==> src/rtl/sdiv_pkg.sv <==
package sdiv_pkg;

  // Controller phases
  typedef enum logic [1:0] {
    ST_IDLE,
    ST_LOOP,
    ST_WAIT
  } sdiv_state_e;

  // Facts about an accepted operation that steer the cost and the sign fix-up
  typedef struct packed {
    logic neg_a;   // dividend negative
    logic neg_b;   // divisor negative
    logic ovf;     // magnitude quotient too large
  } op_info_t;

endpackage

==> src/rtl/sdiv_prep.sv <==
module sdiv_prep #(
  parameter int DW = 32,
  parameter int VW = 16
) (
  input  logic [DW-1:0] dividend,
  input  logic [VW-1:0] divisor,
  output logic          a_neg,
  output logic          b_neg,
  output logic [VW-1:0] b_mag,
  output logic [VW-1:0] rem_seed,
  output logic [VW-2:0] low_bits,
  output logic [VW-1:0] mag_lo,
  output logic          q_ovf,
  output logic          z_div
);
  localparam int HW = DW - VW + 1;  // dividend bits above the quotient field

  logic [DW-1:0] a_mag;

  assign a_neg = dividend[DW-1];
  assign b_neg = divisor[VW-1];
  assign a_mag = a_neg ? (~dividend) + DW'(1) : dividend;
  assign b_mag = b_neg ? (~divisor) + VW'(1) : divisor;
  assign z_div = (divisor == '0);

  // The quotient fits in VW-1 bits exactly when the top HW bits of the
  // dividend magnitude are below the divisor magnitude.
  assign q_ovf = (a_mag[DW-1:VW-1] >= {{(HW-VW){1'b0}}, b_mag});

  // Partial remainder seed and the bits left to shift in
  assign rem_seed = a_mag[DW-2:VW-1];
  assign low_bits = a_mag[VW-2:0];
  assign mag_lo   = a_mag[VW-1:0];

endmodule

==> src/rtl/sdiv_core.sv <==
module sdiv_core #(
  parameter int VW = 16
) (
  input  logic          clk,
  input  logic          rst_n,
  input  logic          start,
  input  logic [VW-1:0] rem_init,
  input  logic [VW-2:0] low_bits,
  input  logic [VW-1:0] dvs_mag,
  output logic [VW-1:0] quo_mag,
  output logic [VW-1:0] rem_mag,
  output logic          fin
);
  localparam int SW = VW - 1;       // quotient bits produced
  localparam int KW = $clog2(VW);   // step counter width

  logic [VW-1:0] rem_q;
  logic [SW-1:0] shf_q;  // dividend bits out at the top, quotient bits in at the bottom
  logic [VW-1:0] dvs_q;
  logic [KW-1:0] left_q;
  logic          run_q;

  logic [VW:0] cand;
  logic [VW:0] diff;
  logic        take;

  always_comb begin
    cand = {rem_q, shf_q[SW-1]};
    diff = cand - {1'b0, dvs_q};
    take = (cand >= {1'b0, dvs_q});
  end

  always_ff @(posedge clk or negedge rst_n) begin
    if (!rst_n) begin
      rem_q  <= '0;
      shf_q  <= '0;
      dvs_q  <= '0;
      left_q <= '0;
      run_q  <= 1'b0;
      fin    <= 1'b0;
    end else begin
      fin <= 1'b0;
      if (start) begin
        rem_q  <= rem_init;
        shf_q  <= low_bits;
        dvs_q  <= dvs_mag;
        left_q <= KW'(SW);
        run_q  <= 1'b1;
      end else if (run_q) begin
        rem_q  <= take ? diff[VW-1:0] : cand[VW-1:0];
        shf_q  <= {shf_q[SW-2:0], take};
        left_q <= left_q - KW'(1);
        if (left_q == KW'(1)) begin
          run_q <= 1'b0;
          fin   <= 1'b1;
        end
      end
    end
  end

  assign quo_mag = {1'b0, shf_q};
  assign rem_mag = rem_q;

endmodule

==> src/rtl/sdiv_cost.sv <==
module sdiv_cost
  import sdiv_pkg::*;
#(
  parameter int VW         = 16,
  parameter int CW         = 8,
  parameter int C_BASE     = 12,
  parameter int C_NEGA     = 2,
  parameter int C_ZBIT     = 2,
  parameter int C_TAIL     = 104,
  parameter int C_NEGB_END = 2,
  parameter int C_NEGA_END = 4
) (
  input  op_info_t      info,
  input  logic [VW-2:0] q_hi,   // magnitude quotient bits VW-1..1
  output logic [CW-1:0] cost
);
  int total;

  always_comb begin
    total = C_BASE;
    if (info.neg_a) total = total + C_NEGA;
    if (!info.ovf) begin
      for (int i = 0; i < VW - 1; i++) begin
        if (!q_hi[i]) total = total + C_ZBIT;
      end
      total = total + C_TAIL;
      if (info.neg_b)      total = total + C_NEGB_END;
      else if (info.neg_a) total = total + C_NEGA_END;
    end
    cost = CW'(total);
  end

endmodule

==> src/rtl/sdiv_timed.sv <==
module sdiv_timed
  import sdiv_pkg::*;
#(
  parameter int DW         = 32,
  parameter int VW         = 16,
  parameter int CW         = 8,
  parameter int C_BASE     = 12,
  parameter int C_NEGA     = 2,
  parameter int C_ZBIT     = 2,
  parameter int C_TAIL     = 104,
  parameter int C_NEGB_END = 2,
  parameter int C_NEGA_END = 4
) (
  input  logic          clk,
  input  logic          rst_n,
  input  logic          in_valid,
  output logic          in_ready,
  input  logic [DW-1:0] in_dividend,
  input  logic [VW-1:0] in_divisor,
  output logic [DW-1:0] res_data,
  output logic          flag_v,
  output logic          flag_n,
  output logic          flag_z,
  output logic          done,
  output logic          div_trap,
  output logic [CW-1:0] cycles
);

  // Operand preparation
  logic          a_neg, b_neg, q_ovf, z_div;
  logic [VW-1:0] b_mag, rem_seed, mag_lo;
  logic [VW-2:0] low_bits;

  sdiv_prep #(.DW(DW), .VW(VW)) u_prep (
    .dividend (in_dividend),
    .divisor  (in_divisor),
    .a_neg    (a_neg),
    .b_neg    (b_neg),
    .b_mag    (b_mag),
    .rem_seed (rem_seed),
    .low_bits (low_bits),
    .mag_lo   (mag_lo),
    .q_ovf    (q_ovf),
    .z_div    (z_div)
  );

  // Control state
  sdiv_state_e   state_q;
  op_info_t      info_q, info_d;
  logic [VW-1:0] mag_lo_q;
  logic [CW-1:0] tick_q;

  logic accept, go_core, publish;

  assign in_ready = (state_q == ST_IDLE);
  assign accept   = in_valid && in_ready;
  assign go_core  = accept && !z_div && !q_ovf;
  assign info_d   = '{neg_a: a_neg, neg_b: b_neg, ovf: q_ovf};

  // Iterative magnitude engine
  logic [VW-1:0] quo_mag, rem_mag;
  logic          core_fin;

  sdiv_core #(.VW(VW)) u_core (
    .clk      (clk),
    .rst_n    (rst_n),
    .start    (go_core),
    .rem_init (rem_seed),
    .low_bits (low_bits),
    .dvs_mag  (b_mag),
    .quo_mag  (quo_mag),
    .rem_mag  (rem_mag),
    .fin      (core_fin)
  );

  // Emulated cycle cost
  logic [CW-1:0] cost;

  sdiv_cost #(
    .VW(VW), .CW(CW), .C_BASE(C_BASE), .C_NEGA(C_NEGA), .C_ZBIT(C_ZBIT),
    .C_TAIL(C_TAIL), .C_NEGB_END(C_NEGB_END), .C_NEGA_END(C_NEGA_END)
  ) u_cost (
    .info (info_q),
    .q_hi (quo_mag[VW-1:1]),
    .cost (cost)
  );

  // Sign restoration
  logic [VW-1:0] quo_s, rem_s;

  always_comb begin
    quo_s = (info_q.neg_a ^ info_q.neg_b) ? (~quo_mag) + VW'(1) : quo_mag;
    rem_s = info_q.neg_a ? (~rem_mag) + VW'(1) : rem_mag;
  end

  // The count is complete at the edge that ends cycle number `cost`
  assign publish = (state_q == ST_WAIT) && ((tick_q + CW'(1)) == cost);

  // Output registers
  logic [DW-1:0] res_q;
  logic          v_q, n_q, z_q, done_q, trap_q;
  logic [CW-1:0] cyc_q;

  always_ff @(posedge clk or negedge rst_n) begin
    if (!rst_n) begin
      state_q  <= ST_IDLE;
      info_q   <= '0;
      mag_lo_q <= '0;
      tick_q   <= '0;
      res_q    <= '0;
      v_q      <= 1'b0;
      n_q      <= 1'b0;
      z_q      <= 1'b0;
      done_q   <= 1'b0;
      trap_q   <= 1'b0;
      cyc_q    <= '0;
    end else begin
      done_q <= 1'b0;
      trap_q <= 1'b0;
      case (state_q)
        ST_IDLE: begin
          if (accept) begin
            if (z_div) begin
              trap_q <= 1'b1;
            end else begin
              info_q   <= info_d;
              mag_lo_q <= mag_lo;
              tick_q   <= '0;
              state_q  <= q_ovf ? ST_WAIT : ST_LOOP;
            end
          end
        end
        ST_LOOP: begin
          tick_q <= tick_q + CW'(1);
          if (core_fin) state_q <= ST_WAIT;
        end
        ST_WAIT: begin
          tick_q <= tick_q + CW'(1);
          if (publish) begin
            done_q  <= 1'b1;
            cyc_q   <= cost;
            v_q     <= info_q.ovf;
            state_q <= ST_IDLE;
            if (info_q.ovf) begin
              n_q <= mag_lo_q[VW-1];
              z_q <= (mag_lo_q == '0);
            end else begin
              res_q <= {rem_s, quo_s};
              n_q   <= quo_s[VW-1];
              z_q   <= (quo_s == '0);
            end
          end
        end
        default: state_q <= ST_IDLE;
      endcase
    end
  end

  assign res_data = res_q;
  assign flag_v   = v_q;
  assign flag_n   = n_q;
  assign flag_z   = z_q;
  assign done     = done_q;
  assign div_trap = trap_q;
  assign cycles   = cyc_q;

endmodule

==> config.mk <==
export PLATFORM = sky130hd
export DESIGN_NAME = sdiv_timed
export DESIGN_NICKNAME = d
export VERILOG_FILES = /design/src/rtl/sdiv_pkg.sv /design/src/rtl/sdiv_prep.sv /design/src/rtl/sdiv_core.sv /design/src/rtl/sdiv_cost.sv /design/src/rtl/sdiv_timed.sv
export SDC_FILE = /design/constraint.sdc
export NUM_CORES = 1
export LEC_CHECK = 0
export ABC_AREA = 1
export ABC_CLOCK_PERIOD_IN_PS = 9800
export BUFFER_PORTS_ARGS = -buffer_cell sky130_fd_sc_hd__buf_4
export CAP_MARGIN = 20
export CORE_MARGIN = 2
export CORE_UTILIZATION = 63
export DETAILED_ROUTE_END_ITERATION = 7
export GPL_TIMING_DRIVEN = 0
export PLACE_DENSITY_LB_ADDON = 0.05
export RECOVER_POWER = 50
export SYNTH_ARGS = -nofsm -noshare
export SYNTH_HDL_FRONTEND = slang
export SYNTH_HIERARCHICAL = 1
export SYNTH_SLANG_ARGS = --single-unit
export TNS_END_PERCENT = 50
==> constraint.sdc <==
create_clock -name clk -period 9.8 [get_ports clk]
set_clock_uncertainty 0.2 [all_clocks]
set_input_delay 1.47 -clock clk [delete_from_list [all_inputs] [get_ports clk]]
set_output_delay 1.47 -clock clk [all_outputs]
set_load 0.02 [all_outputs]
==> metrics, run 1 <==
status=complete, but fails checks; failing checks=capacitance limit, slew limit; H-tree levels=4; via count=between 10,000 and 15,000; vias in the first global route=12,600; Rel. slew slack=-263%; Final min period=9.14 ns; CTS Sinks=about 130; first-pass GRT wire length=approximately 58,000 um; max_cap viols=2; Die H=around 150 um; Final Cycle Share=93.2%; CP Max Fanout=10; Clock Path Buffers=2; Placer Congestion=0.933; Main synth FF type=dfrtp_1; Max Clk Rate=109 MHz; total wire length=34,800 um; Slew Viols, Final=130; final std cells w/o fill=2,416; Chip Width=approximately 150 um; WHS=0.270 ns; initial antenna violation count=0; Seq/Total Area, Yosys=24.7%; Congestion Overflow GR=0; Worst Path Arrival=approximately 9.3 ns; synthesized-area fraction occupied by and/or/nand/nor cells=a little over two fifths; Post-synth EDFFs=0; hold_buf cts=0; Initial Util=63.8%; Antenna Cells=0; io pins=97; setup violators final=0; hpwl dp=27,500 um; clk_lat worst skew=0.43 ns; Req. time, crit path=approximately 10 ns; Adder-Cell Fraction of Synth Area=6.57%; Final Hold Fails=0; die area=21,600 um^2; async set-or-reset flop fraction in the synthesized netlist=100%; CP max stage cell=dfrtp_2; largest family of logic cells by synthesized area=simple AND/OR/NAND/NOR gates; worst min path class=reg2reg; DRC=0; layout cell share with drive strength beyond 1=16.8%; Layout Nets=around 2,300; Compound-Gate Fraction of Synth Area=7.64%; TritonCTS Buffers=17; core box area=20,200 um^2; dpl cells=2,377; CTS tree=done; #FFs+latches synth=127; mux share of post-synthesis cell area=less than 1%; Port Buffer Count=94; CP max stage delay=0.44 ns; vias per cell=5.41; Crit path top cell by count=nand2_1; syn_area_per_cell=roughly 6.4 um^2; post-synthesis xor/xnor area fraction=under 10%; Worst Setup End Kind=flop; Mapped Nets=2,130; Slew @ Worst Pin=5.45 ns; All-Layer GR Usage=32.6%; Synth Cell Area=12,900 um^2; Post-DRT Antenna Nets=0; critical path launch point type=flop; Area growth, synth to finish=12.8%; drt wl/cell=approximately 14 um; Initial DRT Pass Iterations=5; post-synth cell types=56; critical path class=reg2reg; YS warnings=6; Root Buffer=clkbuf_16; Post-Synthesis Cells=2,012; Iter 0 DRT Violations=approximately 930; clk slew on worst S/H paths=0.06 ns; pin count of the biggest net entering global routing=102; Cell Rows=52
==> what timing repair did <==
action                     4_1_cts  5_1_grt
buffers inserted                 1        7
resized for setup                1       14
cloned                           0        0
setup endpoints to repair       43       46
pin swaps                        0        5
==> routing by layer <==
metal  GRT usage [%]  wire length, um
met3            4.13             1770
met1            37.8            14000
met4            15.8             1480
met5               0                0
met2            59.6            17500
==> per-stage QoR <==
stage	cell area (um^2)	setup TNS, ns	setup slack [ns]	utilization, %
floorplan	12900	0	1.36	-
global placement	13900	0	0.0177	69.0
detailed placement	13900	-6.26	-0.234	69.1
CTS	14500	0	0.205	72.1
global route	14500	-0.0136	-0.00617	72.0
finish	14500	0	0.665	72.0
==> state kept, by name (all words and copies together) (netlist names) <==
| name | cells |
|---|---|
| u_core/rem_mag | 16 |
| flag_v | 1 |
| u_core/left_q | 4 |
| div_trap | 1 |
| tick_q | 8 |
| done | 1 |
| state_q | 2 |
| u_core/fin | 1 |
| u_core/dvs_q | 16 |
| flag_z | 1 |
| flag_n | 1 |
| res_data | 32 |
| cycles | 8 |
| u_core/shf_q | 15 |
| mag_lo_q | 16 |
| info_q | 3 |
| u_core/run_q | 1 |
==> worst paths after layout <==
kind | start | endpoint | slack (ns) | cells after the start
min reg2reg | res_data[8] | res_data[8] | 0.27 | 2
max in group asynchronous | rst_n | info_q[2] | 1.90 | 2
max | info_q[2] | res_data[12] | 0.66 | 56
max reg2reg | info_q[2] | res_data[12] | 0.66 | 56
min | res_data[8] | res_data[8] | 0.27 | 2
min in group asynchronous | rst_n | u_core/dvs_q[7] | 1.22 | 1
==> final cells by class <==
type,count,area [um^2]
clock inverters,11,133
inverters,342,1290
multi-input cells,1486,8070
fillers,1758,5650
plain buffers,57,365
flip-flops and latches,127,3180
repair buffers,103,683
clock buffers,20,467
well taps,270,338
==> cells in the mapped netlist (16+ instances only) <==
cell type | n | area, um^2
nor2_2 | 22 | 138
nand3_1 | 172 | 861
inv_2 | 19 | 71.3
nand4_1 | 19 | 119
a22oi_1 | 20 | 150
dfrtp_1 | 127 | 3180
a21oi_1 | 44 | 220
nand2_2 | 66 | 413
inv_1 | 318 | 1190
ha_1 | 66 | 826
o21ai_0 | 55 | 275
o21ai_1 | 16 | 80.1
clkbuf_1 | 17 | 63.8
nand3_2 | 49 | 490
nand2_1 | 624 | 2340
xor2_1 | 46 | 403
nor2_1 | 160 | 601
buf_4 | 27 | 203
xnor2_1 | 18 | 158
==> worst max-delay path, delay by kind of cell (launching register included) <==
| kind | cells | cell delay, ns |
|---|---|---|
| AO/OA/AOI/OAI | 9 | 1.63 |
| XOR/XNOR | 2 | 0.36 |
| adder cells (fa/ha/maj) | 10 | 2.82 |
| buffers and inverters | 7 | 0.68 |
| flip-flops | 1 | 0.44 |
| AND/OR/NAND/NOR | 28 | 2.94 |
==> layout by cell type, fill, tap and decap left out, types with 46 or more instances in the layout <==
cell / count
nand2_1: 623
inv_1: 317
nand3_1: 172
nor2_1: 158
dfrtp_1: 126
buf_4: 104
nand2_2: 67
ha_1: 65
o21ai_0: 51
nand3_2: 49
xor2_1: 46
==> cell families (layout without fill, tap and decap cells) <==
| family | Yosys count | in the layout |
|---|---|---|
| compound gates | 170 | 170 |
| buf+inv | 399 | 533 |
| xor+xnor | 65 | 65 |
| simple gates | 1177 | 1177 |
| other cells | 2 | 2 |
| fa+ha+maj | 67 | 67 |
| mux | 5 | 5 |
| flops | 127 | 127 |
Power of run 1 is not shown: default switching activity piles up to over one toggle a cycle in this logic, so the estimate is an artifact.
==> inputs of run 2 (changes only) <==
CORE_UTILIZATION = 64   (was 63)
CTS_BUF_LIST = sky130_fd_sc_hd__clkbuf_8   (was not set)
SLEW_MARGIN = 20   (was not set)
==> run 2 against run 1 <==
  * The flow still finishes with violations (capacitance limit, slew limit)
  * Maximum frequency decreased by 0.69%
  * Via count decreased by 0.78%
  * Die area decreased by 1.5%
  * Non-clock buffer count decreased by 5
  * Worst setup slack got worse by 0.063 ns
  * Count of clock-buffer cells in the layout decreased by 3
  * Utilization increased by 1.2 points
  * Hold slack improved by 0.0019 ns
  * Critical endpoint is now res_data[21]
==> metrics, run 2 (synthesis results as in run 1) <==
All-Layer GR Usage=33.5% (+0.87 points); critical path launch point type=flop; vias per cell=5.39 (-0.41%); Final Hold Fails=0 (unchanged); CP Max Fanout=10 (unchanged); Antenna Cells=0 (unchanged); R2R depth=65 (+16%); die area=21,300 um^2 (-1.5%); vias in the first global route=12,500 (-0.53%); Worst Path Arrival=9.35 ns (+0.05 ns); R2R setup slack=0.60 ns (-0.06 ns); Req. time, crit path=9.95 ns (-0.02 ns); min-delay src=res_data[12]; pin count of the biggest net entering global routing=82 (-20%); worst min path class=reg2reg; Clock Path Buffers=2 (unchanged); Hold Path Sink=res_data[12]; Crit path top cell by count=nand2_1; setup violators final=0 (unchanged); Root Buffer=clkbuf_8; R2R Path Start=info_q[2]; CP max stage cell=dfrtp_2; Layout Nets=2,247 (-0.22%); total wire length=35,200 um (+1.2%); CTS tree=done; initial antenna violation count=0 (unchanged); Worst Setup End Kind=flop; Area growth, synth to finish=11.4%; status=complete, but fails checks; max_cap viols=2 (unchanged); io pins=97 (unchanged); Chip Width=146 um (-0.76%); Placer Congestion=1.01 (+8.0%); worst r2r dst=res_data[21]; Congestion Overflow GR=0 (unchanged); CP top delay family=simple AND/OR/NAND/NOR gates; CP max stage delay=0.45 ns (about the same); CP Buf/Inv Count=10 (+3); Worst Setup SP=info_q[2]; Slew @ Worst Pin=4.31 ns (-1.14 ns); CTS Sinks=127 (unchanged); Initial Util=65.7% (+1.9 points); Iter 0 DRT Violations=892 (-4.3%); clk_lat worst skew=0.47 ns (+0.04 ns); commonest non-fill, non-tap cells in the layout=nand2_1 (622), inv_1 (317), nand3_1 (172), nor2_1 (158), dfrtp_1 (126); Slew Viols, Final=130 (unchanged); first-pass GRT wire length=58,100 um (+0.78%); failing checks=capacitance limit, slew limit; DRC=0 (unchanged); Cell Rows=51 (-1.9%); Rel. slew slack=-187% (+76 points); hold depth=2 (unchanged); hpwl dp=28,600 um (+3.9%); Final min period=9.20 ns (+0.0634 ns); critical path class=reg2reg; Port Buffer Count=94 (unchanged); final worst-path setup slack=0.602 ns (-0.0634 ns); layout cell share with drive strength beyond 1=16.8% (-0.062 points); via count=13,000 (-0.78%); clk slew on worst S/H paths=0.09 ns (+0.03 ns); max reg flops=32 (unchanged); Max Clk Rate=109 MHz (-0.69%); most common cell after layout, fill and taps aside=nand2_1; dpl ws=-0.322 ns (-0.0879 ns); Initial DRT Pass Iterations=6 (+1); Die H=146 um (-0.76%); filler instances=1,689 (-3.9%); Post-DRT Antenna Nets=0 (unchanged); drt wl/cell=14.6 um (+1.6%); Final Cycle Share=93.9% (+0.65 points); core box area=19,600 um^2 (-2.9%); H-tree levels=4 (unchanged); TritonCTS Buffers=17 (unchanged)
## run 2: layer usage
layer / global-route usage, % / share of wire, %
met1: 40.0 / 42
met2: 59.9 / 49
met3: 4.61 / 5.5
met4: 15.0 / 4.3
met5: 0 / 0
## run 2: through the flow
step                std cells  util (%)  hold WS [ns]  TNS (ns)  instance area, um^2
global placement         2371      71.0         0.255     -3.59                13900
floorplan                2012         -         0.246         0                12900
detailed placement       2372      71.1         0.259     -9.51                13900
CTS                      2405      73.4         0.280         0                14400
finish                   2407      73.1         0.272         0                14300
global route             2407      73.1         0.294     -2.66                14300
## run 2: repair_timing
item,in CTS,in global routing
hold buffers,0,0
pin swaps,0,2
setup buffers,1,2
endpoints found under the setup margin,45,46
resized for setup,1,21
## run 2: tightest hold or removal path, cell delays in order, from the launching register on
cell	delay (ns)
dfrtp_1	0.35
nand2_1	0.05
nand2_1	0.05
## run 2: cell type report
cell class / count / area (um^2) / area share, %
inverters: 342 / 1290 / 9.00
repair buffers: 98 / 649 / 4.53
multi-input cells: 1486 / 8080 / 56.4
flip-flops and latches: 127 / 3180 / 22.2
clock buffers: 17 / 234 / 1.63
clock inverters: 15 / 199 / 1.39
well taps: 265 / 332 / 2.31
plain buffers: 57 / 365 / 2.55
## run 2: worst max path at each step
| stage | end | cells after the start |
|---|---|---|
| final | res_data[21] | 65 |
| after global routing | res_data[29] | 60 |
| after CTS | res_data[30] | 64 |
| after detailed placement | res_data[30] | 64 |
| after global placement | res_data[12] | 59 |
| after floorplan | res_data[10] | 56 |
Power of run 2 is left out for the same reason.
==> inputs of run 3 (changes only) <==
CORE_UTILIZATION = 63   (was 64)
SYNTH_HIERARCHICAL = not set   (was 1)
==> run 3 against run 2 <==
  * The flow still finishes with violations (capacitance limit, slew limit)
  * Synthesized cell count decreased by 17%
  * Register-to-register slack got worse by 0.03 ns
  * Sequential share of layout area increased by 2.0 points
  * Worst setup slack got worse by 0.029 ns
  * Cell count decreased by 15%
==> metrics, run 3 <==
Post-synth EDFFs=0 (unchanged); vias per cell=5.54 (+2.8%); status=complete, but fails checks; Max Clk Rate=108 MHz (-0.32%); Final min period=9.23 ns (+0.0294 ns); Rel. slew slack=-148% (+40 points); Final Hold Fails=0 (unchanged); hold depth=2 (unchanged); layout cell share with drive strength beyond 1=16.3% (-0.46 points); vias in the first global route=10,600 (-15%); core box area=17,900 um^2 (-8.6%); All-Layer GR Usage=30.7% (-2.8 points); Synth Cell Area=11,500 um^2 (-11%); hpwl dp=23,600 um (-17%); via count=11,300 (-13%); worst min path class=reg2reg; Worst Path Arrival=9.38 ns (+0.03 ns); Req. time, crit path=9.95 ns (about the same); R2R depth=63 (-3.1%); WHS=0.276 ns (+0.00411 ns); cell with the most instances after synthesis=nand2_1; CTS tree=done; total wire length=29,700 um (-16%); Reg area=3150 um^2 (-0.79%); Crit path top cell by count=nand2_1; Die H=139 um (-4.8%); Placer Congestion=0.970 (-3.7%); clk_lat worst skew=0.47 ns (about the same); Slew Viols, Final=129 (-0.77%); critical path launch point type=flop; Cell Rows=49 (-3.9%); Post-Synthesis Cells=1,678 (-17%); initial antenna violation count=0 (unchanged); Final Cycle Share=94.2% (+0.30 points); Worst Setup End Kind=flop; Main synth FF type=dfrtp_1; post-synth cell types=52 (-7.1%); Clock Path Buffers=2 (unchanged); YS warnings=0 (-6); Initial Util=64.0% (-1.7 points); pin count of the biggest net entering global routing=73 (-11%); setup violators final=0 (unchanged); cell accounting for the most synthesized area=dfrtp_1; Antenna Cells=0 (unchanged); io pins=97 (unchanged); CP Max Fanout=9 (-1); Initial DRT Pass Iterations=5 (-1); CTS Sinks=126 (-0.79%); clk slew on worst S/H paths=0.07 ns (-0.02 ns); first-pass GRT wire length=48,900 um (-16%); Area growth, synth to finish=13.9%; DRC=0 (unchanged); Seq/Total Area, Yosys=27.5% (+2.8 points); die area=19,300 um^2 (-9.3%); max_cap viols=2 (unchanged); Congestion Overflow GR=0 (unchanged); max reg flops=32 (unchanged); Mapped Nets=1,794 (-16%); critical path class=reg2reg; filler instances=1,539 (-8.9%); Post-synth top cells=nand2_1 (448), inv_1 (215), nand3_1 (140), dfrtp_1 (126), nor2_1 (99); top cells by area, synth=dfrtp_1 (28%), nand2_1 (15%), inv_1 (7.0%); CP max stage cell=dfrtp_2; Root Buffer=clkbuf_8; Layout Nets=1,920 (-15%); Port Buffer Count=94 (unchanged); H-tree levels=4 (unchanged); TritonCTS Buffers=17 (unchanged); async set-or-reset flop fraction in the synthesized netlist=100% (unchanged); hold_buf cts=0 (unchanged); syn_area_per_cell=6.83 um^2 (+6.8%); Post-DRT Antenna Nets=0 (unchanged); drt wl/cell=14.5 um (-0.80%); Chip Width=139 um (-4.8%); Iter 0 DRT Violations=824 (-7.6%); multi-input combinational cell area=7160 um^2 (-11%); Slew @ Worst Pin=3.71 ns (-0.598 ns); R2R setup slack=0.57 ns (-0.03 ns); #FFs+latches synth=126 (-0.79%); commonest non-fill, non-tap cells in the layout=nand2_1 (443), inv_1 (215), nand3_1 (138), dfrtp_1 (125), nor2_1 (97); Synth top area share=27.5% (+2.8 points); CP max stage delay=0.44 ns (about the same); failing checks=capacitance limit, slew limit; most common cell after layout, fill and taps aside=nand2_1
[run 3: cell count changes in the layout (fill, tap and decap cells not counted), sizes merged, moves of 19 or more]
| cell | before | now |
|---|---|---|
| xor2 | 47 | 71 |
| a22oi | 20 | 1 |
| nand2 | 701 | 492 |
| nor2 | 187 | 112 |
| inv | 345 | 241 |
| nand4 | 22 | 53 |
| o21ai | 73 | 98 |
| nand3 | 225 | 171 |
[run 3: path summary, 6_finish.rpt]
check / start / end
hold / removal: res_data[13] / res_data[13]
max in group asynchronous: rst_n / info_q[2]
hold reg to reg: res_data[13] / res_data[13]
setup / recovery: info_q[2] / res_data[16]
setup reg to reg: info_q[2] / res_data[16]
min in group asynchronous: rst_n / res_data[8]
[run 3: kinds of logic (layout without fill, tap and decap cells)]
family	after synthesis	after routing	share of synthesized area [%]
buffers and inverters	298	436	10.6
AO/OA/AOI/OAI	199	199	10.4
adder cells (fa/ha/maj)	65	65	7.17
flip-flops	126	126	27.5
AND/OR/NAND/NOR	899	899	37.4
other	1	1	0.0327
XOR/XNOR	90	90	6.88
[run 3: metrics by stage]
stage	util, %	TNS, ns	instance area, um^2	cells	worst slack (ns)
2_1_floorplan	-	0	11500	1678	1.16
3_3_place_gp	69.5	-0.295	12400	2001	-0.0351
3_5_place_dp	69.7	-5.30	12500	2002	-0.193
4_1_cts	72.4	0	13000	2033	0.0226
5_1_grt	72.9	-3.18	13000	2045	-0.102
6_report	72.9	0	13000	2045	0.572
[run 3: per-layer routing]
layer / global-route usage (%) / up-vias / share of wire, %
met2: 51.4 / 348 / 47
met3: 5.28 / 50 / 5.5
met4: 10.0 / 0 / 2.3
met1: 40.6 / 5209 / 45
li1: - / 5729 / -
met5: 0 / - / 0
[run 3: worst max-delay path, delay by kind of cell, from the launching register on]
kind	cells	cell delay, ns
AO/OA/AOI/OAI	2	0.20
XOR/XNOR	1	0.16
adder cells (fa/ha/maj)	10	2.68
buffers and inverters	11	1.09
flip-flops	1	0.44
AND/OR/NAND/NOR	39	4.31
[run 3: cell type report]
type / instances / area share (%)
well taps: 229 / 2.20
flip-flops and latches: 126 / 24.2
clock buffers: 17 / 1.79
multi-input cells: 1254 / 54.9
plain buffers: 52 / 2.36
inverters: 246 / 7.16
clock inverters: 14 / 1.84
repair buffers: 107 / 5.54
[run 3: what timing repair did]
action	CTS	global route
pin swaps	0	9
setup endpoints to repair	43	45
resized for setup	3	27
gates cloned	0	3
buffers inserted	0	9
Power of run 3 is left out for the same reason.
